File: src/rtl/fbd_pkg.sv
`timescale 1ns/1ps
// Shared constants and types for the fixed-base delta codec.
// Assumes: the word width is wider than the offset width.
package fbd_pkg;
    localparam int DEF_WORD_W = 64;
    localparam int DEF_OFS_W  = 8;

    // Value of the marker bit at the top of each entry
    typedef enum logic {
        KIND_RAW = 1'b0,
        KIND_CMP = 1'b1
    } kind_e;
endpackage

File: src/rtl/fbd_range_stage.sv
`timescale 1ns/1ps
// First compression stage: registers the word along with a flag that says
// whether the word lies within the offset span around the midpoint reference.
// Assumes: OFS_W >= 2 and WORD_W > OFS_W; standard valid/ready register slice.
module fbd_range_stage #(
    parameter int WORD_W = 64,
    parameter int OFS_W  = 8
) (
    input  logic              clk,
    input  logic              rst_n,
    input  logic              in_valid,
    output logic              in_ready,
    input  logic [WORD_W-1:0] in_word,
    output logic              out_valid,
    input  logic              out_ready,
    output logic [WORD_W-1:0] out_word,
    output logic              out_fit
);
    localparam logic [WORD_W-1:0] BASE = {1'b1, {(WORD_W-1){1'b0}}};
    localparam logic [WORD_W-1:0] SPAN = WORD_W'(1) << (OFS_W-1);
    localparam logic [WORD_W-1:0] LO   = BASE - SPAN;
    localparam logic [WORD_W-1:0] HI   = BASE + SPAN - WORD_W'(1);

    logic fit_now;

    // Accept whenever the slot is empty or is being emptied this cycle
    assign in_ready = !out_valid || out_ready;

    // Unsigned window test around the reference
    always_comb begin
        fit_now = (in_word >= LO) && (in_word <= HI);
    end

    // Track occupancy of the slot
    always_ff @(posedge clk) begin
        if (!rst_n)        out_valid <= 1'b0;
        else if (in_ready) out_valid <= in_valid;
    end

    // Capture the word and its range flag on a transfer
    always_ff @(posedge clk) begin
        if (!rst_n) begin
            out_word <= '0;
            out_fit  <= 1'b0;
        end else if (in_valid && in_ready) begin
            out_word <= in_word;
            out_fit  <= fit_now;
        end
    end

    AST_S1_HOLD: assert property (@(posedge clk) disable iff (!rst_n)
        (out_valid && !out_ready) |=> (out_valid && $stable(out_word) && $stable(out_fit)));
endmodule

File: src/rtl/fbd_encode_stage.sv
`timescale 1ns/1ps
// Second compression stage: subtracts the reference from in-range words and
// builds the entry (marker, offset or raw word) together with its bit length.
// Assumes: the in_fit flag was produced by the range stage for in_word.
module fbd_encode_stage
    import fbd_pkg::*;
#(
    parameter int WORD_W = 64,
    parameter int OFS_W  = 8,
    parameter int LEN_W  = 7
) (
    input  logic              clk,
    input  logic              rst_n,
    input  logic              in_valid,
    output logic              in_ready,
    input  logic [WORD_W-1:0] in_word,
    input  logic              in_fit,
    output logic              out_valid,
    input  logic              out_ready,
    output logic [WORD_W:0]   out_entry,
    output logic [LEN_W-1:0]  out_len
);
    localparam logic [WORD_W-1:0] BASE    = {1'b1, {(WORD_W-1){1'b0}}};
    localparam int                PAD_W   = WORD_W - OFS_W;
    localparam logic [LEN_W-1:0]  LEN_CMP = LEN_W'(OFS_W + 1);
    localparam logic [LEN_W-1:0]  LEN_RAW = LEN_W'(WORD_W + 1);

    logic [WORD_W-1:0] delta;
    logic [WORD_W:0]   entry_next;

    // Accept whenever the slot is empty or is being emptied this cycle
    assign in_ready = !out_valid || out_ready;

    // Form the entry from the difference or from the raw word
    always_comb begin
        delta = in_word - BASE;
        if (in_fit) entry_next = {KIND_CMP, {PAD_W{1'b0}}, delta[OFS_W-1:0]};
        else        entry_next = {KIND_RAW, in_word};
    end

    // Track occupancy of the slot
    always_ff @(posedge clk) begin
        if (!rst_n)        out_valid <= 1'b0;
        else if (in_ready) out_valid <= in_valid;
    end

    // Capture the entry and its length on a transfer
    always_ff @(posedge clk) begin
        if (!rst_n) begin
            out_entry <= '0;
            out_len   <= '0;
        end else if (in_valid && in_ready) begin
            out_entry <= entry_next;
            out_len   <= in_fit ? LEN_CMP : LEN_RAW;
        end
    end

    AST_CMP_LOW_BITS: assert property (@(posedge clk) disable iff (!rst_n)
        (in_valid && in_ready && in_fit) |=>
            (out_entry[WORD_W] && out_entry[OFS_W-1:0] == $past(in_word[OFS_W-1:0])));
    AST_RAW_COPY: assert property (@(posedge clk) disable iff (!rst_n)
        (in_valid && in_ready && !in_fit) |=> (out_entry == {1'b0, $past(in_word)}));
    AST_S2_HOLD: assert property (@(posedge clk) disable iff (!rst_n)
        (out_valid && !out_ready) |=> (out_valid && $stable(out_entry) && $stable(out_len)));
endmodule

File: src/rtl/fbd_expand_stage.sv
`timescale 1ns/1ps
// Expander: restores a word from an entry. It sign-extends a marked offset and
// adds the reference; an unmarked payload passes through. One register stage.
// Assumes: entries use the layout that the encode stage produces.
module fbd_expand_stage #(
    parameter int WORD_W = 64,
    parameter int OFS_W  = 8
) (
    input  logic              clk,
    input  logic              rst_n,
    input  logic              in_valid,
    output logic              in_ready,
    input  logic [WORD_W:0]   in_entry,
    output logic              out_valid,
    input  logic              out_ready,
    output logic [WORD_W-1:0] out_word
);
    localparam logic [WORD_W-1:0] BASE = {1'b1, {(WORD_W-1){1'b0}}};
    localparam int                EXT_W = WORD_W - OFS_W;

    logic [WORD_W-1:0] offset_ext;
    logic [WORD_W-1:0] word_next;

    // Accept whenever the slot is empty or is being emptied this cycle
    assign in_ready = !out_valid || out_ready;

    // Rebuild the word from either kind of entry
    always_comb begin
        offset_ext = {{EXT_W{in_entry[OFS_W-1]}}, in_entry[OFS_W-1:0]};
        word_next  = in_entry[WORD_W] ? (offset_ext + BASE) : in_entry[WORD_W-1:0];
    end

    // Track occupancy of the slot
    always_ff @(posedge clk) begin
        if (!rst_n)        out_valid <= 1'b0;
        else if (in_ready) out_valid <= in_valid;
    end

    // Capture the restored word on a transfer
    always_ff @(posedge clk) begin
        if (!rst_n)                      out_word <= '0;
        else if (in_valid && in_ready)   out_word <= word_next;
    end

    AST_RAW_PASS: assert property (@(posedge clk) disable iff (!rst_n)
        (in_valid && in_ready && !in_entry[WORD_W]) |=> (out_word == $past(in_entry[WORD_W-1:0])));
    AST_CMP_LOW_KEPT: assert property (@(posedge clk) disable iff (!rst_n)
        (in_valid && in_ready && in_entry[WORD_W]) |=> (out_word[OFS_W-1:0] == $past(in_entry[OFS_W-1:0])));
    AST_X_HOLD: assert property (@(posedge clk) disable iff (!rst_n)
        (out_valid && !out_ready) |=> (out_valid && $stable(out_word)));
endmodule

File: src/rtl/fbd_codec.sv
`timescale 1ns/1ps
// Top of the fixed-base delta codec: a two-stage compressor (range test, then
// subtract and encode) and an independent one-stage expander.
// Assumes: synchronous active-low reset; both paths use valid/ready streaming.
module fbd_codec
    import fbd_pkg::*;
#(
    parameter  int WORD_W = DEF_WORD_W,
    parameter  int OFS_W  = DEF_OFS_W,
    localparam int LEN_W  = $clog2(WORD_W + 2)
) (
    input  logic              clk,
    input  logic              rst_n,
    input  logic              cin_valid,
    output logic              cin_ready,
    input  logic [WORD_W-1:0] cin_word,
    output logic              cout_valid,
    input  logic              cout_ready,
    output logic [WORD_W:0]   cout_entry,
    output logic [LEN_W-1:0]  cout_len,
    input  logic              din_valid,
    output logic              din_ready,
    input  logic [WORD_W:0]   din_entry,
    output logic              dout_valid,
    input  logic              dout_ready,
    output logic [WORD_W-1:0] dout_word
);
    logic              s1_valid;
    logic              s1_ready;
    logic [WORD_W-1:0] s1_word;
    logic              s1_fit;

    fbd_range_stage #(.WORD_W(WORD_W), .OFS_W(OFS_W)) u_range (
        .clk(clk), .rst_n(rst_n),
        .in_valid(cin_valid), .in_ready(cin_ready), .in_word(cin_word),
        .out_valid(s1_valid), .out_ready(s1_ready), .out_word(s1_word), .out_fit(s1_fit)
    );

    fbd_encode_stage #(.WORD_W(WORD_W), .OFS_W(OFS_W), .LEN_W(LEN_W)) u_encode (
        .clk(clk), .rst_n(rst_n),
        .in_valid(s1_valid), .in_ready(s1_ready), .in_word(s1_word), .in_fit(s1_fit),
        .out_valid(cout_valid), .out_ready(cout_ready),
        .out_entry(cout_entry), .out_len(cout_len)
    );

    fbd_expand_stage #(.WORD_W(WORD_W), .OFS_W(OFS_W)) u_expand (
        .clk(clk), .rst_n(rst_n),
        .in_valid(din_valid), .in_ready(din_ready), .in_entry(din_entry),
        .out_valid(dout_valid), .out_ready(dout_ready), .out_word(dout_word)
    );

    AST_RESET_IDLE: assert property (@(posedge clk) disable iff (!rst_n)
        $past(!rst_n) |-> (!cout_valid && !dout_valid));
    AST_ONE_PER_CYCLE: assert property (@(posedge clk) disable iff (!rst_n)
        (cout_ready && $past(rst_n)) |-> cin_ready);
endmodule

File: config.mk
export PLATFORM = sky130hd
export DESIGN_NAME = fbd_codec
export DESIGN_NICKNAME = d
export VERILOG_FILES = /design/src/rtl/fbd_pkg.sv /design/src/rtl/fbd_range_stage.sv /design/src/rtl/fbd_encode_stage.sv /design/src/rtl/fbd_expand_stage.sv /design/src/rtl/fbd_codec.sv
export SDC_FILE = /design/constraint.sdc
export NUM_CORES = 1
export LEC_CHECK = 0
export BUFFER_PORTS_ARGS = -buffer_cell sky130_fd_sc_hd__buf_2
export CAP_MARGIN = 20
export CORE_MARGIN = 1.5
export CORE_UTILIZATION = 54
export DETAILED_ROUTE_END_ITERATION = 8
export PLACE_DENSITY = 0.82
export REMOVE_ABC_BUFFERS = 1
export SYNTH_ARGS = -nofsm -noshare
export SYNTH_HDL_FRONTEND = slang
export SYNTH_HIERARCHICAL = 1
export SYNTH_SLANG_ARGS = --single-unit
File: constraint.sdc
create_clock -name clk -period 3.2 [get_ports clk]
set_input_delay 0 -clock clk [delete_from_list [all_inputs] [get_ports clk]]
set_output_delay 0 -clock clk [all_outputs]
set_load 0.02 [all_outputs]
======== Yosys cells after proc, flatten, opt, wreduce, memory -nomap -nowiden ========
Cells that the tools add are included.
word-level totals
  flip-flop bits (word level) ............. 204
  bits in latches ......................... 0
  bits in writable memories ............... 0
  bits in read-only memories .............. 0
  input bits .............................. 135
  output and inout port bits .............. 140
  logic and storage cells ................. 25
  memories kept ........................... 0
operators by class
  add/subtract/negate cells ............... 2
  $mul .................................... 0
  divide/modulo/power cells ............... 0
  magnitude comparators ................... 2
  equality and inequality tests ........... 0
  shifts and indexed selects .............. 0
  multiplexer cells ....................... 3
  bitwise logic cells ..................... 0
  reductions and logical operators ........ 10
operators by type and width
  kind                      count
  $mux W65                  1
  $add A64 B64 Y64 const B  1
  $ge A64 B63 Y1 const B    1
  $le A64 B64 Y1 const B    1
  $mux W64                  1
  $sub A8 B1 Y8 const B     1
  $mux W7                   1
  $logic_and A1 B1 Y1       4
  $logic_not A1 Y1          3
  $logic_or A1 B1 Y1        3

======== Logic depth before layout (Yosys ltp) ========
  depth after elaboration ................. 4
  mapped depth ............................ 7
  gate-level depth less buffers ........... 6

======== Cells and area by module ========
The synthesis kept the hierarchy.
by module, submodules not included
  module            times used  cells an instance  area an instance (sq um)  sequential area each (sq um)
  fbd_encode_stage  1           305                2959.1                    1361.3
  fbd_range_stage   1           327                2529.9                    1321.3
  fbd_expand_stage  1           239                2451.1                    1301.2

======== Worst setup path after synthesis ========
Ideal clock, no wire load.
  path kind ............................... register to register
  start point ............................. register u_encode.out_valid
  end point ............................... register u_range.out_fit
  library setup time ...................... 74 ps
  data arrival time ....................... 1631 ps
  data required time ...................... 3126 ps
  setup slack ............................. 1495 ps
  cell stages (with the launch flop) ...... 7
  path buffers ............................ 0
  period minus slack after synthesis ...... 1705 ps
  path through ............................ dfxtp_1 nand2b_4 nand2b_1 and2_1 nand4_1 or4_1 a31oi_1
on the way
  longest elaborated chain between the ends .. 4
RTL lines
  what                    line                    source
  from (decl)             fbd_encode_stage.sv:18  output logic out_valid,
  from (signal assigned)  fbd_encode_stage.sv:44  else if (in_ready) out_valid <= in_valid;
  $logic_not A1 Y1        fbd_encode_stage.sv:32  assign in_ready = !out_valid || out_ready;
  $logic_or A1 B1 Y1      fbd_encode_stage.sv:32
  net s1_ready            fbd_codec.sv:29         logic s1_ready;
  $logic_or A1 B1 Y1      fbd_range_stage.sv:27   assign in_ready = !out_valid || out_ready;
  net cin_ready           fbd_codec.sv:15         output logic cin_ready,
  $logic_and A1 B1 Y1     fbd_range_stage.sv:45   end else if (in_valid && in_ready) begin
  to (signal assigned)    fbd_range_stage.sv:47   out_fit <= fit_now;
  to (decl)               fbd_range_stage.sv:17   output logic out_fit
The timed path passes the listed nets, and every way through them passes these cells.
A chain may end at the register's enable or synchronous reset.

======== Worst setup path after layout ========
  start point ............................. register u_encode.out_valid
  end point ............................... register u_range.out_fit
on the way
  longest elaborated chain between the ends .. 4
RTL lines
  what                 line
  $logic_not A1 Y1     fbd_encode_stage.sv:32
  $logic_or A1 B1 Y1   fbd_encode_stage.sv:32
  net s1_ready         fbd_codec.sv:29
  $logic_or A1 B1 Y1   fbd_range_stage.sv:27
  $logic_and A1 B1 Y1  fbd_range_stage.sv:45
The timed path passes the listed nets, and every way through them passes these cells.

==> results_dict.tcl <==
set metrics [dict create \
    run_status "finished clean" \
    path_class "flip-flop to flip-flop" \
    path_max_fanout 29 \
    final_nets 1365 \
    r2r-start "u_encode/out_valid" \
    synthArstFlopShare_pct 0 \
    drive_gt1_share_pct 26.1 \
    avgSynthCellArea_um2 9.12 \
    drc 0 \
    firstDrtPassIters 5 \
    worst-endpoint-required_ps 3550 \
    vias 7869 \
    crit_start "u_encode/out_valid" \
    gp_congestion 0.812 \
    post_cts_buffers 0 \
    post_drt_via_cell_ratio 5.52 \
    slowest_delay_ps 540 \
    finalHoldViolations 0 \
    layout_common_cells "buf_2 (269), nand2_1 (211), dfxtp_1 (199)" \
    worstPathArrival_ps 2390 \
    cts_tree "done" \
    ios 275 \
    io_buffers 270 \
    fin_util_pct 77.5 \
    cp_cell_sequence "nand2b_4 > nand2b_1 > and2_2 > nand4_1 > or4_1 > a31oi_1" \
    crit_path_start_kind "flip-flop" \
    place_area_mm2 0.00916 \
    ys_seq_area_share_pct 50.2 \
    period_share_pct 63.7 \
    fin_skew_ps 12.0 \
    ant_nets 0 \
    hold_class "input port to flip-flop" \
    max_freq_mhz 491 \
    ys_warn_count 6 \
    grt_overflow_total 0 \
    start_util_pct 55.0 \
    clock_path_buffers 2 \
    area_growth_pct 40.7 \
    cts-root-buf "clkbuf_16" \
    n_fill_cell 931 \
    rows 44 \
    yosys_register_bits 199 \
    synth-main-ff-cell "dfxtp_1" \
    wl_um 24800 \
    mostFrequentLayoutCell "buf_2" \
    die_height_um 124 \
    coreArea_mm2 0.0144 \
    dieWidth_um 124 \
    end_kind "flip-flop" \
    clk_latency_ps 420 \
    power_density_mw_per_mm2 493 \
    synthesis.area_mm2 0.00794 \
    dieArea_mm2 0.0154 \
    min_period_ps 2040 \
    rsz0062_at_grt "false" \
    wl_per_cell_um 17.4 \
    htree_levels 4 \
    worst_pin_slew_ps 994 \
    drv_cap 0 \
    track_usage_pct 31.2 \
    grt_max_degree 109 \
    fin_setup_tns_ps 0 \
    dp_hpwl_um 13800 \
    slew-limit-headroom_pct 33.7 \
    cpMaxStageDelayCell "and2_2" \
    clock_sink_count 199 \
    worstHoldStart "din_entry[64]" \
    p_leak_nw 4.75 \
    whs_ps 50.8 \
    final_area_mm2 0.0112 \
    synth_edf_count 0 \
    synth_cell_types 37 \
    antenna_found_initial 0 \
    setup_viol 0 \
    synth_cells 871 \
    grt_pass1_wl_um 39300 \
    detail_route.iter0.violations 665 \
    antennaDiodeCount 0 \
    clkTransAtPathRegs_ps 70 \
    numCtsBuffers 17 \
    grt_pass1_vias 7564 \
    cts_resized 0 \
    slew_viol_final 0 \
    peakVddDrop_mv 0.359 \
]
## final timing paths
check | cells after the start | slack [ps] | end
min | 4 | 50 | u_expand/out_word[54]
max | 6 | 1160 | u_range/out_fit
max reg2reg | 6 | 1160 | u_range/out_fit
min reg2reg | 2 | 450 | u_encode/out_entry[21]
## per-stage QoR
| step | instances | setup WS, ps | power [W] |
|---|---|---|---|
| 3_3_place_gp | 1252 | 1200 | 0.00334 |
| 2_1_floorplan | 790 | 342 | 0.00306 |
| 5_1_grt | 1425 | 1050 | 0.00570 |
| 6_report | 1425 | 1160 | 0.00551 |
| 4_1_cts | 1423 | 1170 | 0.00550 |
| 3_5_place_dp | 1252 | 1180 | 0.00336 |
## kinds of logic after synthesis
group                  share of synthesized area [%]
AO/OA/AOI/OAI                                   15.2
buffers and inverters                           6.08
flip-flops                                      50.2
other                                         0.0472
multiplexers                                    8.07
AND/OR/NAND/NOR                                 20.5
## state kept, by name (all words and copies together) (netlist names)
name,cells
u_range/out_valid,1
u_encode/out_valid,1
u_encode/out_entry,64
u_encode/out_len,3
u_expand/out_valid,1
u_expand/out_word,64
u_range/out_word,64
u_range/out_fit,1
## area by class of cell
cell class,count,area [um2],area share (%)
Timing Repair Buffer,421,2890,25.8
Clock buffer,22,484,4.33
Clock inverter,8,72.6,0.650
Inverter,5,18.8,0.168
Tap cell,184,230,2.06
Multi-Input combinational cell,586,3500,31.3
Sequential cell,199,3980,35.7
## Yosys cell counts (3+ instances only)
library cell | n | area [um2]
nor4_2 | 3 | 37.5
nand2_1 | 212 | 796
o21ai_0 | 8 | 40.0
nor4_1 | 13 | 81.3
buf_4 | 7 | 52.6
a21oi_1 | 121 | 606
nand3b_1 | 56 | 420
dfxtp_1 | 199 | 3980
buf_2 | 38 | 190
buf_6 | 10 | 113
nand4_1 | 26 | 163
mux2i_1 | 64 | 641
clkbuf_1 | 27 | 101
inv_1 | 5 | 18.8
o2bb2ai_1 | 54 | 473
## power breakdown
group	switching, W	leakage [nW]	total, W	internal, W
combinational	0.000457	2.84	0.000807	0.000350
sequential	0.0000678	1.63	0.00267	0.00260
clock	0.000885	0.282	0.00203	0.00115
total	0.00141	4.75	0.00551	0.00409
## worst max-delay path: cells and delay by family, from the launching register on
kind	cells	cell delay (ps)
flops	1	340
compound gates	1	160
simple gates	5	1470
## metal layers
metal	vias to the layer above	wire length, um	part of all wire, %	GRT usage [%]
li1	3738	-	-	-
met1	3659	9900	40	37.8
met2	405	12000	48	51.7
met3	67	1880	7.6	7.69
met4	0	1000	4.0	15.3
met5	-	0	0	0
## repair_timing
action / CTS / global route
hold buffers: 141 / 0
endpoints found under the setup margin: 0 / 0
endpoints found under the hold margin: 133 / 0
No activity file was read; power rests on OpenSTA's default activity.
